--- src/rtl/efrd_pkg.sv ---
// Shared definitions for the fuse read sequencer.
// Assumes: control-word bit positions are fixed by the fuse macro pinout.
package efrd_pkg;

    // Sequencer phases; the order only matters for readability.
    typedef enum logic [2:0] {
        ST_IDLE,
        ST_ENTER,
        ST_ACLR,
        ST_ASET,
        ST_STRB,
        ST_CAPT,
        ST_STBL,
        ST_STBY
    } seq_state_e;

    // Standard layout pin positions (decoded by the macro).
    localparam int STD_CSB_BIT    = 0;
    localparam int STD_STROBE_BIT = 1;
    localparam int STD_LOAD_BIT   = 2;
    localparam int STD_PGMB_BIT   = 3;

    // Alternative layout pin positions.
    localparam int ALT_AEN_BIT    = 1;
    localparam int ALT_REN_BIT    = 2;

endpackage

--- src/rtl/efrd_delay.sv ---
// Guard-interval timer. Loading starts an interval of DLY cycles, counting
// the load cycle's successor as the first; expired_o is high in the last.
// Assumes: load_i is only pulsed on a phase transition.
module efrd_delay #(
    parameter int CYC_PER_US = 1
) (
    input  logic clk,
    input  logic rst_n,
    input  logic load_i,
    output logic expired_o
);
    localparam int DLY = (CYC_PER_US < 1) ? 1 : CYC_PER_US;
    localparam int CW  = (DLY > 1) ? $clog2(DLY) : 1;

    logic [CW-1:0] cnt_q;

    // Down-counter: reload on a new interval, otherwise count to zero.
    always_ff @(posedge clk) begin
        if (!rst_n) begin
            cnt_q <= '0;
        end else if (load_i) begin
            cnt_q <= CW'(DLY - 1);
        end else if (cnt_q != '0) begin
            cnt_q <= cnt_q - 1'b1;
        end
    end

    assign expired_o = (cnt_q == '0);

endmodule

--- src/rtl/efrd_fsm.sv ---
// Phase controller: accepts requests, walks the per-byte phases, tracks the
// current address and remaining count, and raises capture/done pulses.
// Assumes: the timer restarts whenever tmr_load_o is high.
module efrd_fsm
    import efrd_pkg::*;
#(
    parameter int ADDR_W = 10
) (
    input  logic              clk,
    input  logic              rst_n,
    input  logic              start_i,
    input  logic [ADDR_W-1:0] addr_i,
    input  logic [ADDR_W:0]   count_i,
    input  logic              tmr_expired_i,
    output logic              tmr_load_o,
    output seq_state_e        state_o,
    output logic [ADDR_W-1:0] addr_o,
    output logic              capture_o,
    output logic              busy_o,
    output logic              done_o
);
    seq_state_e        state_q, state_d;
    logic [ADDR_W-1:0] addr_q, addr_d;
    logic [ADDR_W:0]   left_q, left_d;
    logic              done_q, done_d;

    // Next-phase decision and timer restarts.
    always_comb begin
        state_d    = state_q;
        addr_d     = addr_q;
        left_d     = left_q;
        done_d     = 1'b0;
        tmr_load_o = 1'b0;
        unique case (state_q)
            ST_IDLE: begin
                if (start_i) begin
                    if (count_i == '0) begin
                        done_d = 1'b1;
                    end else begin
                        state_d    = ST_ENTER;
                        addr_d     = addr_i;
                        left_d     = count_i;
                        tmr_load_o = 1'b1;
                    end
                end
            end
            ST_ENTER: begin
                if (tmr_expired_i) state_d = ST_ACLR;
            end
            ST_ACLR: begin
                state_d    = ST_ASET;
                tmr_load_o = 1'b1;
            end
            ST_ASET: begin
                if (tmr_expired_i) begin
                    state_d    = ST_STRB;
                    tmr_load_o = 1'b1;
                end
            end
            ST_STRB: begin
                if (tmr_expired_i) state_d = ST_CAPT;
            end
            ST_CAPT: begin
                state_d    = ST_STBL;
                tmr_load_o = 1'b1;
            end
            ST_STBL: begin
                if (tmr_expired_i) begin
                    if (left_q == {{ADDR_W{1'b0}}, 1'b1}) begin
                        state_d = ST_STBY;
                    end else begin
                        state_d = ST_ACLR;
                        addr_d  = addr_q + 1'b1;
                        left_d  = left_q - 1'b1;
                    end
                end
            end
            ST_STBY: begin
                state_d = ST_IDLE;
                done_d  = 1'b1;
            end
            default: state_d = ST_IDLE;
        endcase
    end

    // Phase, address, count and done registers.
    always_ff @(posedge clk) begin
        if (!rst_n) begin
            state_q <= ST_IDLE;
            addr_q  <= '0;
            left_q  <= '0;
            done_q  <= 1'b0;
        end else begin
            state_q <= state_d;
            addr_q  <= addr_d;
            left_q  <= left_d;
            done_q  <= done_d;
        end
    end

    assign state_o   = state_q;
    assign addr_o    = addr_q;
    assign capture_o = (state_q == ST_CAPT);
    assign busy_o    = (state_q != ST_IDLE);
    assign done_o    = done_q;

endmodule

--- src/rtl/efrd_pin_map.sv ---
// Maps the registered phase and address onto the macro control word for the
// selected pin layout. Purely combinational from registered state.
// Assumes: CTRL_W >= ADDR_LSB + ADDR_W and CTRL_W >= 4.
module efrd_pin_map
    import efrd_pkg::*;
#(
    parameter int ALT_PINS = 0,
    parameter int ADDR_W   = 10,
    parameter int ADDR_LSB = 6,
    parameter int CTRL_W   = 16
) (
    input  seq_state_e        state_i,
    input  logic [ADDR_W-1:0] addr_i,
    output logic [CTRL_W-1:0] ctrl_o
);
    generate
        if (ALT_PINS == 0) begin : g_std
            // Standard layout: load/strobe with active-low select and program enable.
            always_comb begin
                ctrl_o = '0;
                unique case (state_i)
                    ST_ENTER, ST_ACLR: begin
                        ctrl_o[STD_LOAD_BIT] = 1'b1;
                        ctrl_o[STD_PGMB_BIT] = 1'b1;
                    end
                    ST_ASET, ST_STBL: begin
                        ctrl_o[STD_LOAD_BIT] = 1'b1;
                        ctrl_o[STD_PGMB_BIT] = 1'b1;
                        ctrl_o[ADDR_LSB +: ADDR_W] = addr_i;
                    end
                    ST_STRB, ST_CAPT: begin
                        ctrl_o[STD_LOAD_BIT]   = 1'b1;
                        ctrl_o[STD_PGMB_BIT]   = 1'b1;
                        ctrl_o[STD_STROBE_BIT] = 1'b1;
                        ctrl_o[ADDR_LSB +: ADDR_W] = addr_i;
                    end
                    default: begin
                        ctrl_o[STD_CSB_BIT]  = 1'b1;
                        ctrl_o[STD_PGMB_BIT] = 1'b1;
                    end
                endcase
            end
        end else begin : g_alt
            // Alternative layout: read-enable held, address-enable as strobe.
            always_comb begin
                ctrl_o = '0;
                unique case (state_i)
                    ST_ENTER, ST_ACLR: begin
                        ctrl_o[ALT_REN_BIT] = 1'b1;
                    end
                    ST_ASET, ST_STBL: begin
                        ctrl_o[ALT_REN_BIT] = 1'b1;
                        ctrl_o[ADDR_LSB +: ADDR_W] = addr_i;
                    end
                    ST_STRB, ST_CAPT: begin
                        ctrl_o[ALT_REN_BIT] = 1'b1;
                        ctrl_o[ALT_AEN_BIT] = 1'b1;
                        ctrl_o[ADDR_LSB +: ADDR_W] = addr_i;
                    end
                    default: begin
                        ctrl_o[ADDR_LSB +: ADDR_W] = addr_i;
                    end
                endcase
            end
        end
    endgenerate

endmodule

--- src/rtl/efuse_rd_seq.sv ---
// Top of the fuse read sequencer: phase controller, guard timer, pin mapper
// and the output byte register.
// Assumes: the macro data output is valid while strobe/address-enable is high.
module efuse_rd_seq
    import efrd_pkg::*;
#(
    parameter int CYC_PER_US = 4,
    parameter int ALT_PINS   = 0,
    parameter int ADDR_W     = 10,
    parameter int ADDR_LSB   = 6,
    parameter int CTRL_W     = 16,
    parameter int DATA_W     = 8
) (
    input  logic              clk,
    input  logic              rst_n,
    input  logic              start_i,
    input  logic [ADDR_W-1:0] start_addr_i,
    input  logic [ADDR_W:0]   byte_count_i,
    output logic              busy_o,
    output logic              done_o,
    output logic [CTRL_W-1:0] fuse_ctrl_o,
    input  logic [DATA_W-1:0] fuse_dout_i,
    output logic [DATA_W-1:0] rd_byte_o,
    output logic              rd_valid_o
);
    seq_state_e        state;
    logic [ADDR_W-1:0] cur_addr;
    logic              tmr_load;
    logic              tmr_expired;
    logic              capture;
    logic [DATA_W-1:0] byte_q;
    logic              valid_q;

    efrd_fsm #(
        .ADDR_W (ADDR_W)
    ) u_fsm (
        .clk           (clk),
        .rst_n         (rst_n),
        .start_i       (start_i),
        .addr_i        (start_addr_i),
        .count_i       (byte_count_i),
        .tmr_expired_i (tmr_expired),
        .tmr_load_o    (tmr_load),
        .state_o       (state),
        .addr_o        (cur_addr),
        .capture_o     (capture),
        .busy_o        (busy_o),
        .done_o        (done_o)
    );

    efrd_delay #(
        .CYC_PER_US (CYC_PER_US)
    ) u_delay (
        .clk       (clk),
        .rst_n     (rst_n),
        .load_i    (tmr_load),
        .expired_o (tmr_expired)
    );

    efrd_pin_map #(
        .ALT_PINS (ALT_PINS),
        .ADDR_W   (ADDR_W),
        .ADDR_LSB (ADDR_LSB),
        .CTRL_W   (CTRL_W)
    ) u_map (
        .state_i (state),
        .addr_i  (cur_addr),
        .ctrl_o  (fuse_ctrl_o)
    );

    // Capture the macro byte during the capture phase and flag it once.
    always_ff @(posedge clk) begin
        if (!rst_n) begin
            byte_q  <= '0;
            valid_q <= 1'b0;
        end else begin
            valid_q <= capture;
            if (capture) byte_q <= fuse_dout_i;
        end
    end

    assign rd_byte_o  = byte_q;
    assign rd_valid_o = valid_q;

endmodule

--- config.mk ---
export PLATFORM = sky130hd
export DESIGN_NAME = efuse_rd_seq
export DESIGN_NICKNAME = d
export VERILOG_FILES = /design/src/rtl/efrd_pkg.sv /design/src/rtl/efrd_delay.sv /design/src/rtl/efrd_fsm.sv /design/src/rtl/efrd_pin_map.sv /design/src/rtl/efuse_rd_seq.sv
export SDC_FILE = /design/constraint.sdc
export NUM_CORES = 1
export LEC_CHECK = 0
export ABC_AREA = 1
export BUFFER_PORTS_ARGS = -buffer_cell sky130_fd_sc_hd__buf_2
export CAP_MARGIN = 20
export CORE_UTILIZATION = 50
export CTS_BUF_LIST = sky130_fd_sc_hd__clkbuf_4
export CTS_CLUSTER_DIAMETER = 120
export DETAILED_ROUTE_END_ITERATION = 16
export GPL_ROUTABILITY_DRIVEN = 0
export PLACE_DENSITY = 0.79
export SLEW_MARGIN = 10
export SYNTH_ARGS = -nofsm -noshare
export SYNTH_HDL_FRONTEND = slang
export SYNTH_SLANG_ARGS = --single-unit
--- constraint.sdc ---
create_clock -name clk -period 2.35 [get_ports clk]
set_input_delay 0.47 -clock clk [delete_from_list [all_inputs] [get_ports clk]]
set_output_delay 0.47 -clock clk [all_outputs]
set_load 0.01 [all_outputs]
==> run metrics <==
Achievable Freq 449 MHz; endpoints failing hold 0; Synth Flop Type dfxtp_1; Total Routed Length between 5000 and 6000 µm; Yosys top cell area share 0.282; Clock power frac 0.124; Detail Placement HPWL approximately 4300 µm; core area 0.00482 mm²; initial antenna violation count 0; Pint 1.84 mW; Initial DRT Pass Iterations 6; # DRC 0; worst hold slack 358 ps; critical path capture point type primary output; Area Growth Syn to Fin 15.1%; number of enable flip-flop cells after synthesis 0; vias 2648; Worst-Margin Slew 588 ps; Distinct cells, synth 38; combinational share of power 0.577; async set-or-reset flop fraction in the synthesized netlist 0; Synth area leaders dfxtp_1, nand2_1, nor2_1, inv_1, nand3_1; vias in the first global route 2253; Ys Warns 0; Pins Over Slew Limit 0; Seq/Total Area, Yosys 0.282; Post-DRT Antenna Nets 0; Critical Path AT 1760 ps; sequential share of power 0.299; Synth Area in Adders 0.0440; wire per inst around 11 µm; Overall Power 3.63 mW; maxcap violations 0; fin nets 511; First DRT Iteration DRCs 134; CTS tree built; Worst-Skew Late Latency 350 ps; relative slew slack 0.608; # rows 25; Post-Place Cell Area 0.00283 mm²; finished layout cell area 0.00294 mm²; Die W 73.5 µm; Root Buffer clkbuf_4; grt total ovfl 0; commonest non-fill, non-tap cell in the layout nand2_1; Syn Inst Count 417; CTS max path bufs 2; #FFs+latches synth 36; I/O pin total 59; CTS H-Tree Depth 2; Port Buffers 55; CP Launch Type flop; final setup TNS 0 ps; n_diodes 0; largest family of logic cells by synthesized area simple AND/OR/NAND/NOR gates; post-synthesis compound-gate area fraction 0.0886; Post-CTS Hold Buffers 0; share of cells above drive strength 1 0.208; first-pass GRT wire length about 9700 µm; status finished, final reports clean; Max FO, Critical Path 5; peak supply drop a little under 0.8 mV; Psw 1.79 mW; LEAKAGE around 1.6 nW; commonest non-fill, non-tap cells in the layout nand2_1, nor2_1, buf_2; Setup Viol. Count Final 0; mapped cell area 0.00256 mm²; die height 73.5 µm; largest net degree at the start of global routing 35; hold crit path type input pin to flop; CTS buffer count 5; post-synthesis mux area share 0.00391; Layout Skew about 7 ps; Req. time, crit path ~1900 ps; gr usage total 0.231; PwrDens around 1200 mW/mm²; clock sinks 36; largest area contributor in the netlist dfxtp_1; min cycle time layout 2230 ps; Initial Utilization 0.531; switching part of the total 0.494; post-synthesis simple-gate area fraction 0.460; crit path kind flop to primary output; Layout Utilization 0.611; Mean Syn Cell Area a little over 6 µm²; ratio of final minimum period to clock period 0.947; die area 0.00541 mm²; drt via density 4.92; XOR/XNOR share of the synthesized area 0.00685; Worst-path clk slew around 120 ps
critical path: stages, from the launching register on:
cell	delay, ps
dfxtp_2	350
inv_1	140
ha_2	250
nand2_1	100
nand2_2	130
nor3_4	50
buf_4	160
nor2_1	90
buf_2	140
cell families (layout without fill, tap and decap cells):
kind of cell,Yosys count,in the layout
multiplexers,1,1
flip-flops,36,36
AO/OA/AOI/OAI,42,42
XOR/XNOR,2,2
other,2,3
adder cells (fa/ha/maj),9,9
AND/OR/NAND/NOR,263,263
buffers and inverters,62,115
registers in the layout (all words and copies together), names as in the netlist:
name	cells
u_fsm.addr_o	10
u_fsm.state_o	3
u_fsm.left_q	11
u_delay.cnt_q	2
rd_byte_o	8
u_fsm.done_o	1
rd_valid_o	1
metal layers:
layer  up-vias  GRT usage  part of all wire
li1       1396          -                 -
met2        81      0.398              0.46
met3         6     0.0480             0.067
met5         -          0                 0
met4         0     0.0577            0.0093
met1      1165      0.293              0.46
metrics by stage:
step	setup slack [ps]	instances
global placement	267	527
CTS	41.3	538
detailed placement	188	527
finish	124	538
floorplan	434	418
global route	-2.80	538
final timing paths:
| path | from | depth (start not counted) | endpoint | slack [ps] |
|---|---|---|---|---|
| max reg2reg | u_fsm.state_o[0] | 9 | u_fsm.left_q[10] | 450 |
| min | fuse_dout_i[1] | 3 | rd_byte_o[1] | 360 |
| min reg2reg | rd_byte_o[5] | 2 | rd_byte_o[5] | 490 |
| max | u_fsm.state_o[0] | 8 | fuse_ctrl_o[12] | 120 |
timing repair:
item / CTS / global route
endpoints found under the setup margin: 10 / 10
setup buffers: 3 / 0
resized for setup: 2 / 3
pin swaps: 1 / 1
power groups by stage:
stage | clock, mW | combinational (mW) | sequential (mW)
4_1_cts | 0.460 | 2.10 | 1.08
2_1_floorplan | 0 | 1.69 | 1.04
5_1_grt | 0.482 | 2.40 | 1.12
3_3_place_gp | 0 | 1.99 | 1.08
6_report | 0.449 | 2.10 | 1.09
3_5_place_dp | 0 | 2.05 | 1.09
synth_stat cells (4+ instances only):
| cell type | instances |
|---|---|
| a21oi_1 | 4 |
| nand2_1 | 112 |
| inv_2 | 4 |
| nor2_1 | 99 |
| o21ai_0 | 23 |
| dfxtp_1 | 36 |
| ha_1 | 9 |
| nand3_1 | 24 |
| buf_4 | 7 |
| o21ai_1 | 10 |
| nand2_4 | 4 |
| inv_1 | 41 |
| nand4_1 | 4 |
area by class of cell:
cell class	count	area, µm²
fillers	489	1870
multi-input cells	320	1560
flip-flops and latches	36	723
repair buffers	61	320
inverters	46	173
well taps	67	83.8
clock inverters	3	42.5
clock buffers	5	37.5
(Power assumes the default switching activity.)
